--- config.mk ---
export PLATFORM = sky130hd
export DESIGN_NAME = tlb_fa
export DESIGN_NICKNAME = d
export VERILOG_FILES = /design/src/rtl/tlb_pkg.sv /design/src/rtl/tlb_match.sv /design/src/rtl/tlb_victim.sv /design/src/rtl/tlb_fa.sv
export SDC_FILE = /design/constraint.sdc
export NUM_CORES = 2
export LEC_CHECK = 0
export BUFFER_PORTS_ARGS = -buffer_cell sky130_fd_sc_hd__buf_2
export CORE_UTILIZATION = 45
export DETAILED_ROUTE_END_ITERATION = 8
export PLACE_DENSITY = 0.62
export SETUP_SLACK_MARGIN = 0.5
export SKIP_LAST_GASP = 1
export SYNTH_ARGS = -nofsm -noshare
export SYNTH_HDL_FRONTEND = slang
export SYNTH_SLANG_ARGS = --single-unit
--- constraint.sdc ---
create_clock -name clk_i -period 4.1 [get_ports clk_i]
set_clock_uncertainty 0.2 [all_clocks]
set_input_delay 0 -clock clk_i [delete_from_list [all_inputs] [get_ports clk_i]]
set_output_delay 0 -clock clk_i [all_outputs]
set_load 0.01 [all_outputs]
--- src/rtl/tlb_pkg.sv ---
package tlb_pkg;
  localparam int VA_W  = 32;
  localparam int OFF_W = 12;
  localparam int VPN_W = VA_W - OFF_W;
  localparam int PPN_W = 20;
  localparam int PA_W  = PPN_W + OFF_W;

  typedef logic [VPN_W-1:0] vpn_t;
  typedef logic [PPN_W-1:0] ppn_t;

  typedef struct packed {
    logic valid;
    logic rd;
    logic wr;
    logic dirty;
    vpn_t vpn;
    ppn_t ppn;
  } tlb_entry_t;
endpackage

--- src/rtl/tlb_match.sv ---
module tlb_match
  import tlb_pkg::*;
#(
  parameter int ENTRIES = 16,
  localparam int IDX_W = $clog2(ENTRIES)
) (
  input  tlb_entry_t       ent_i [ENTRIES],
  input  vpn_t             vpn_i,
  output logic [ENTRIES-1:0] match_o,
  output logic             any_o,
  output logic [IDX_W-1:0] idx_o
);
  for (genvar g = 0; g < ENTRIES; g++) begin : g_cmp
    assign match_o[g] = ent_i[g].valid && (ent_i[g].vpn == vpn_i);
  end

  assign any_o = |match_o;

  // OR-encode; valid only because matches are unique
  always_comb begin
    idx_o = '0;
    for (int i = 0; i < ENTRIES; i++)
      if (match_o[i]) idx_o = idx_o | IDX_W'(i);
  end
endmodule

--- src/rtl/tlb_victim.sv ---
module tlb_victim #(
  parameter int ENTRIES = 16,
  localparam int IDX_W = $clog2(ENTRIES)
) (
  input  logic             clk_i,
  input  logic             rst_ni,
  input  logic             flush_i,
  input  logic             adv_i,
  output logic [IDX_W-1:0] ptr_o
);
  localparam logic [IDX_W-1:0] LAST = IDX_W'(ENTRIES - 1);

  always_ff @(posedge clk_i or negedge rst_ni) begin
    if (!rst_ni)      ptr_o <= '0;
    else if (flush_i) ptr_o <= '0;
    else if (adv_i)   ptr_o <= (ptr_o == LAST) ? '0 : ptr_o + 1'b1;
  end

  p_ptr_step_r5: assert property (@(posedge clk_i) disable iff (!rst_ni)
    (adv_i && !flush_i && ptr_o != LAST) |=> ptr_o == $past(ptr_o) + 1'b1);

  p_ptr_wrap_r5: assert property (@(posedge clk_i) disable iff (!rst_ni)
    (adv_i && !flush_i && ptr_o == LAST) |=> ptr_o == '0);

  p_ptr_hold_r6: assert property (@(posedge clk_i) disable iff (!rst_ni)
    (!adv_i && !flush_i) |=> $stable(ptr_o));

  p_ptr_flush_r9: assert property (@(posedge clk_i) disable iff (!rst_ni)
    flush_i |=> ptr_o == '0);
endmodule

--- src/rtl/tlb_fa.sv ---
module tlb_fa
  import tlb_pkg::*;
#(
  parameter int ENTRIES = 16
) (
  input  logic        clk_i,
  input  logic        rst_ni,
  input  logic        flush_i,
  input  logic        req_valid_i,
  input  logic [31:0] req_vaddr_i,
  input  logic        req_store_i,
  output logic        hit_o,
  output logic        fault_o,
  output logic        miss_o,
  output logic        dirty_o,
  output logic [31:0] paddr_o,
  output logic [19:0] walk_vpn_o,
  input  logic        fill_valid_i,
  input  logic [19:0] fill_vpn_i,
  input  logic [19:0] fill_ppn_i,
  input  logic        fill_rd_i,
  input  logic        fill_wr_i,
  input  logic        fill_dirty_i
);
  localparam int IDX_W = $clog2(ENTRIES);

  tlb_entry_t ent_q [ENTRIES];

  vpn_t                 req_vpn;
  logic [OFF_W-1:0]     req_off;
  logic [ENTRIES-1:0]   look_match, fill_match;
  logic                 look_any, fill_any;
  logic [IDX_W-1:0]     look_idx, fill_idx, victim_ptr, fill_slot;
  tlb_entry_t           sel;
  logic                 perm_ok, fill_new, set_dirty;

  assign req_vpn = req_vaddr_i[VA_W-1:OFF_W];
  assign req_off = req_vaddr_i[OFF_W-1:0];

  tlb_match #(.ENTRIES(ENTRIES)) u_look (
    .ent_i(ent_q), .vpn_i(req_vpn),
    .match_o(look_match), .any_o(look_any), .idx_o(look_idx)
  );

  tlb_match #(.ENTRIES(ENTRIES)) u_fill (
    .ent_i(ent_q), .vpn_i(fill_vpn_i),
    .match_o(fill_match), .any_o(fill_any), .idx_o(fill_idx)
  );

  assign fill_new  = fill_valid_i && !flush_i && !fill_any;
  assign fill_slot = fill_any ? fill_idx : victim_ptr;

  tlb_victim #(.ENTRIES(ENTRIES)) u_victim (
    .clk_i(clk_i), .rst_ni(rst_ni), .flush_i(flush_i),
    .adv_i(fill_new), .ptr_o(victim_ptr)
  );

  assign sel     = ent_q[look_idx];
  assign perm_ok = req_store_i ? sel.wr : sel.rd;

  assign hit_o      = req_valid_i && look_any && perm_ok;
  assign fault_o    = req_valid_i && look_any && !perm_ok;
  assign miss_o     = req_valid_i && !look_any;
  assign dirty_o    = req_valid_i && look_any && sel.dirty;
  assign paddr_o    = hit_o ? {sel.ppn, req_off} : '0;
  assign walk_vpn_o = miss_o ? req_vpn : '0;

  assign set_dirty = hit_o && req_store_i && !sel.dirty;

  always_ff @(posedge clk_i or negedge rst_ni) begin
    if (!rst_ni) begin
      for (int i = 0; i < ENTRIES; i++) ent_q[i] <= '0;
    end else if (flush_i) begin
      for (int i = 0; i < ENTRIES; i++) ent_q[i].valid <= 1'b0;
    end else begin
      if (set_dirty) ent_q[look_idx].dirty <= 1'b1;
      // fill written last so it wins on a shared slot
      if (fill_valid_i)
        ent_q[fill_slot] <= '{valid: 1'b1, rd: fill_rd_i, wr: fill_wr_i,
                              dirty: fill_dirty_i, vpn: fill_vpn_i,
                              ppn: fill_ppn_i};
    end
  end

  p_unique_match_r6: assert property (@(posedge clk_i) disable iff (!rst_ni)
    $onehot0(look_match));

  p_one_outcome_r7: assert property (@(posedge clk_i) disable iff (!rst_ni)
    req_valid_i |-> $countones({hit_o, fault_o, miss_o}) == 1);

  p_idle_quiet_r3: assert property (@(posedge clk_i) disable iff (!rst_ni)
    !req_valid_i |-> !(hit_o || fault_o || miss_o || dirty_o));

  p_fault_no_addr_r7: assert property (@(posedge clk_i) disable iff (!rst_ni)
    fault_o |-> paddr_o == '0);

  p_flush_empty_r9: assert property (@(posedge clk_i) disable iff (!rst_ni)
    flush_i |=> !(hit_o || fault_o || dirty_o));

  p_fill_visible_r4: assert property (@(posedge clk_i) disable iff (!rst_ni)
    (fill_valid_i && !flush_i && req_valid_i && fill_vpn_i == req_vpn) |=>
    (req_valid_i && $stable(req_vaddr_i)) |-> !miss_o);
endmodule

### Word-level counts from Yosys, hierarchy flattened

Index checks and enable logic that the tools add are counted.

* add/sub/neg operators: 1
* bitwise gates (word level): 2
* multiplexer cells: 65
* $lt $le $gt $ge: 4
* reduce and logical (&&, ||, !) cells: 51
* eq/ne operators: 33

Operators by type and width (count)
* two-way mux 704 bit: 3
* bitwise mux 704 bit: 2
* == test 20 bit: 32
* demux 44 bit (select 4 bit): 2
* binary-select mux 44 bit (select 4 bit): 1
* two-way mux 43 bit: 2
* two-way mux 4 bit: 20
* two-way mux 44 bit: 1
* logical AND 1 bit: 43
* two-way mux 41 bit: 1
* two-way mux 32 bit: 1
* OR reduction 16 bit: 2
* two-way mux 3 bit: 8
* two-way mux 20 bit: 1
* two-way mux 1 bit: 19
* greater-or-equal comparator 5 bit (second input constant): 2
* less-than comparator 5 x 1 -> 1 bit (second input constant): 2
* NOT 4 -> 5 bit: 2
* two-way mux 2 bit: 4
* logical NOT 1 bit: 5
* adder 4 x 1 -> 4 bit (second input constant): 1
* == test 4 bit (second input constant): 1
* nonzero test 2 bit: 1

* logic and storage cells: 253
* register bits: 708

### Longest topological paths before layout

* word-level depth: 30
* mapped depth: 18
* depth with buffers taken out: 12

### Modules after synthesis

A second synthesis with hierarchy kept.

* cells, all modules: 2897
* area total of the unflattened synthesis: 38186.6 um^2

Modules (own cells, without submodules)
* tlb_fa: instances 1, seq. area each 17616.9 um^2, cells each 1886, area each 29772.3 um^2
* tlb_match: instances 2, seq. area each 0.0 um^2, cells each 496, area each 4111.4 um^2
* tlb_victim: instances 1, seq. area each 100.1 um^2, cells each 19, area each 191.4 um^2

### Worst setup path before layout

No wires, ideal clock.

* path type: register -> output
* from: reg ent_q[652] (netlist bit)
* to: out paddr_o[14]
* cell stages (with the launch flop): 15
* setup slack: 881 ps
* required time: 3900 ps
* data arrival time: 3019 ps
* cells stage by stage: dfrtp_1 -> xor2_1 -> nor4_1 -> nand4_1 -> o41a_1 -> and4_1 -> buf_4 -> buf_4 -> mux2i_1 -> mux2i_1 -> o22ai_1 -> nor4_2 -> o21ai_4 -> buf_4 -> nor3_1

* longest elaborated chain between the ends: 24

RTL lines
* from (decl): RTL line tlb_fa.sv:27 `tlb_entry_t ent_q [ENTRIES];`
* from (signal, indexed assignment): RTL line tlb_fa.sv:79 `ent_q[fill_slot] <= '{valid: 1'b1, rd: fill_rd_i, wr: fill_wr_i,`
* == test 20 bit (*): RTL line tlb_match.sv:14 `assign match_o[g] = ent_i[g].valid && (ent_i[g].vpn == vpn_i);`
* logical AND 1 bit (*): RTL line tlb_match.sv:14
* two-way mux 1 bit: RTL line tlb_match.sv:23 `if (match_o[i]) idx_o = idx_o | IDX_W'(i);`
* two-way mux 2 bit (2 in a row): RTL line tlb_match.sv:23
* two-way mux 3 bit (4 in a row): RTL line tlb_match.sv:23
* two-way mux 4 bit (8 in a row): RTL line tlb_match.sv:23
* NOT 4 -> 5 bit (not written as such): RTL line tlb_fa.sv:58 `assign sel = ent_q[look_idx];`
* binary-select mux 44 bit (select 4 bit): RTL line tlb_fa.sv:58
* two-way mux 43 bit (not written as such) (2 in a row): RTL line tlb_fa.sv:58
* two-way mux 1 bit: RTL line tlb_fa.sv:59 `assign perm_ok = req_store_i ? sel.wr : sel.rd;`
* logical AND 1 bit: RTL line tlb_fa.sv:61 `assign hit_o = req_valid_i && look_any && perm_ok;`
* two-way mux 32 bit (*): RTL line tlb_fa.sv:65 `assign paddr_o = hit_o ? {sel.ppn, req_off} : '0;`
* to (decl): RTL line tlb_fa.sv:16 `output logic [31:0] paddr_o,`

Mark *: on every way between the ends. The rest lies on a longest branch, timed or not. The select of a mux whose other input is x is not followed.

### Worst setup path in the final report

* from: reg ent_q[162] (netlist bit)
* to: out paddr_o[29]

* longest elaborated chain between the ends: 13

RTL lines (RTL line)
* == test 20 bit (*): tlb_match.sv:14
* logical AND 1 bit (*): tlb_match.sv:14
* two-way mux 4 bit (4 in a row): tlb_match.sv:23
* NOT 4 -> 5 bit (not written as such): tlb_fa.sv:58
* binary-select mux 44 bit (select 4 bit): tlb_fa.sv:58
* two-way mux 43 bit (not written as such) (2 in a row): tlb_fa.sv:58
* two-way mux 1 bit: tlb_fa.sv:59
* logical AND 1 bit: tlb_fa.sv:61
* two-way mux 32 bit (*): tlb_fa.sv:65

Marks and branches as above.

==> flow_summary.yaml <==
global_routing:
  overflow: 0
  grt_pass1_wl_um: 181000
  grt_util_all_layers_pct: 27.7
  grt_max_degree: 113
  grt_pass1_vias: 27266
  antenna_found_initial: 2
pwr:
  p_leak_uw: 0.0222
  p_per_area_nw_per_um2: 388
  vdd_drop_max_uv: 287
floorplan:
  die_y_um: 296
  dieArea_um2: 87500
  num_rows: 107
  core_um2: 85400
  io-pin-count: 137
  die_w_um: 296
  start_util_pct: 45.5
layout:
  most-common-layout-cells: "dfrtp_1, mux2_2, xnor2_1, xor2_1, buf_4"
  fin_nets: 3618
  syn2layout_area_growth_pct: 18.8
  final_common_cell: "dfrtp_1"
  drive_gt1_share_pct: 36.2
  stdcell_count: 4740
  regArea_um2: 17700
  multi_input_area_um2: 19800
  fin_area_um2: 46100
  fin_util_pct: 54.0
  nFillCells: 7482
  diodes: 0
drt:
  ant_nets: 0
  wl_um: 122000
  drtPass1Iterations: 5
  num_vias: 27316
  vias_per_cell: 5.76
  post_drt_wl_per_cell_um: 25.7
  drt_iter0_drc: 2187
  drc_errors: 0
logic_synthesis:
  synth.yosys.seq_area_share_pct: 45.6
  synth_flop_cell: "dfrtp_1"
  ys_async_sr_fraction_pct: 100
  post_synth_num_cell_types: 60
  syn_area_um2: 38900
  avgSynthCellArea_um2: 11.8
  synth_nets: 3376
  synth_top_area_share_pct: 45.6
  yosys-top-cells-area: "dfrtp_1, mux2_2, xnor2_1"
  ys_ff_latch: 708
  synth_edf_count: 0
  netlist_instances: 3294
  synth_top_cell_by_area: "dfrtp_1"
  ys_warn_count: 0
worst_setup_path:
  worstPathMaxFanout: 14
  arrival_ns: 4.12
  worst_setup_path_end_kind: "primary output"
  crit_required_ns: 3.90
  cp_cell_sequence: "xor2_1 > nor4_1 > nand4_1 > o311ai_4 > buf_4 > nor2_1 > nand2_2 > a21oi_1 > nor4_2 > buf_4 > o21ai_4 > buf_12 > buf_4 > nor3_4 > buf_2"
  cpMostUsedCell: "buf_4"
  cpPeakStageDelay_ns: 0.65
  critPathLaunchType: "register"
  slowest_stage: "o311ai_4"
  critPathKind: "register to primary output"
sta:
  tns_ns: -4.78
  fin_crit_sh_pct: 105
  finalMaxSlewViolations: 0
  worst-slew-pin-transition_ns: 0.745
  max_slew_margin_pct: 50.2
  fmax_mhz: 232
  rsz0062_at_grt: "true"
  fin_ws_ns: -0.216
  finalSetupViolations: 33
  fin_crit_ns: 4.32
  hold_violations: 0
cts:
  numCtsBuffers: 79
  cts_tree: "done"
  cts_root_buf: "clkbuf_16"
  clock-sinks: 708
  htree_levels: 3
  clockBufferDepth: 3
  clock_latency_ns: 0.65
  cts.clk_slew.worst_paths_ns: 0.06
placement:
  dp_slack_ns: -0.0526
  dpl.hpwl_um: 73700
  port_buffers: 136
  placed_cells: 4496
  gp_routability_congestion: 0.900
  place_area_um2: 41800
job:
  cap_violations: 0
status:
  violations: "setup timing"
  status: "complete, but fails checks"
min_path:
  hold_class: "primary input to register"
timing repair:
item | in CTS | in global routing
setup endpoints to repair | 473 | 736
hold buffers | 56 | 0
pin swaps | 23 | 33
cloned | 2 | 7
buffers inserted | 20 | 18
endpoints found under the hold margin | 1314 | 0
gates resized for setup | 66 | 85
cell usage after synthesis, drive strengths merged, types with 3 or more instances:
cell / instances
nor4: 78
xor2: 211
o21ai: 46
a211oi: 64
o311ai: 3
mux2: 677
inv: 18
xnor2: 430
dfrtp: 708
o22ai: 23
mux2i: 106
buf: 202
nor2: 63
nand4: 116
a31oi: 5
and2: 74
nor2b: 6
nor3: 32
o21a: 4
nand3: 42
clkbuf: 88
a22oi: 11
a21oi: 91
and3: 41
nand2: 128
nor3b: 3
registers in the layout (all words and copies together), names as in the netlist:
name            cells
ent_q             704
u_victim.ptr_o      4
stage by stage:
step,power (uW),hold WS [ns]
2_1_floorplan,9620,-0.496
3_3_place_gp,10400,-0.0810
3_5_place_dp,10400,-0.0679
4_1_cts,17900,0.00238
5_1_grt,18600,0.0310
6_report,17900,0.0518
routing by layer:
| layer | global-route usage (%) | vias up | routed length, um |
|---|---|---|---|
| met3 | 4.27 | 210 | 8470 |
| met2 | 43.0 | 927 | 55100 |
| met4 | 7.81 | 0 | 3390 |
| met5 | 0 | - | 0 |
| met1 | 40.0 | 14172 | 54700 |
| li1 | - | 12007 | - |
worst paths after layout:
check / to / from / cells past startpoint / slack, ns
worst min register to register: ent_q[14] / ent_q[14] / 1 / 0.29
worst min-delay path: ent_q[65] / fill_vpn_i[1] / 3 / 0.05
worst max-delay path: paddr_o[29] / ent_q[162] / 15 / -0.22
min in group asynchronous: ent_q[431] / rst_ni / 4 / 0.52
max in group asynchronous: u_victim.ptr_o[3] / rst_ni / 4 / 2.59
worst max register to register: ent_q[568] / ent_q[162] / 15 / 0.37
kinds of logic (layout without fill, tap and decap cells):
logic type / Yosys count / in the layout / synth area share (%)
AND/OR/NAND/NOR: 594 / 595 / 8.36
XOR/XNOR: 641 / 641 / 14.5
buffers and inverters: 308 / 609 / 4.86
AO/OA/AOI/OAI: 259 / 259 / 4.30
adder cells (fa/ha/maj): 1 / 1 / 0.0322
flip-flops: 708 / 708 / 45.6
multiplexers: 783 / 783 / 22.3
worst max-delay path, delay by kind of cell (launching register included):
kind            cells  cell delay [ns]
simple gates        6             1.23
buf+inv             5             0.88
compound gates      3             0.78
flops               1             0.38
xor+xnor            1             0.16
layout make-up:
| type | count | area share (%) |
|---|---|---|
| multi-input cells | 2279 | 43.0 |
| flip-flops and latches | 708 | 38.4 |
| repair buffers | 450 | 9.59 |
| inverters | 18 | 0.146 |
| clock buffers | 117 | 5.05 |
| well taps | 1144 | 3.10 |
| clock inverters | 24 | 0.770 |
where the power goes:
group / leakage (uW) / internal [uW] / switching [uW]
logic: 0.0113 / 1240 / 1300
registers: 0.00958 / 7530 / 443
clock network: 0.00132 / 4290 / 3080
total: 0.0222 / 13100 / 4820
Note: power is estimated with default switching activity, not from simulation.
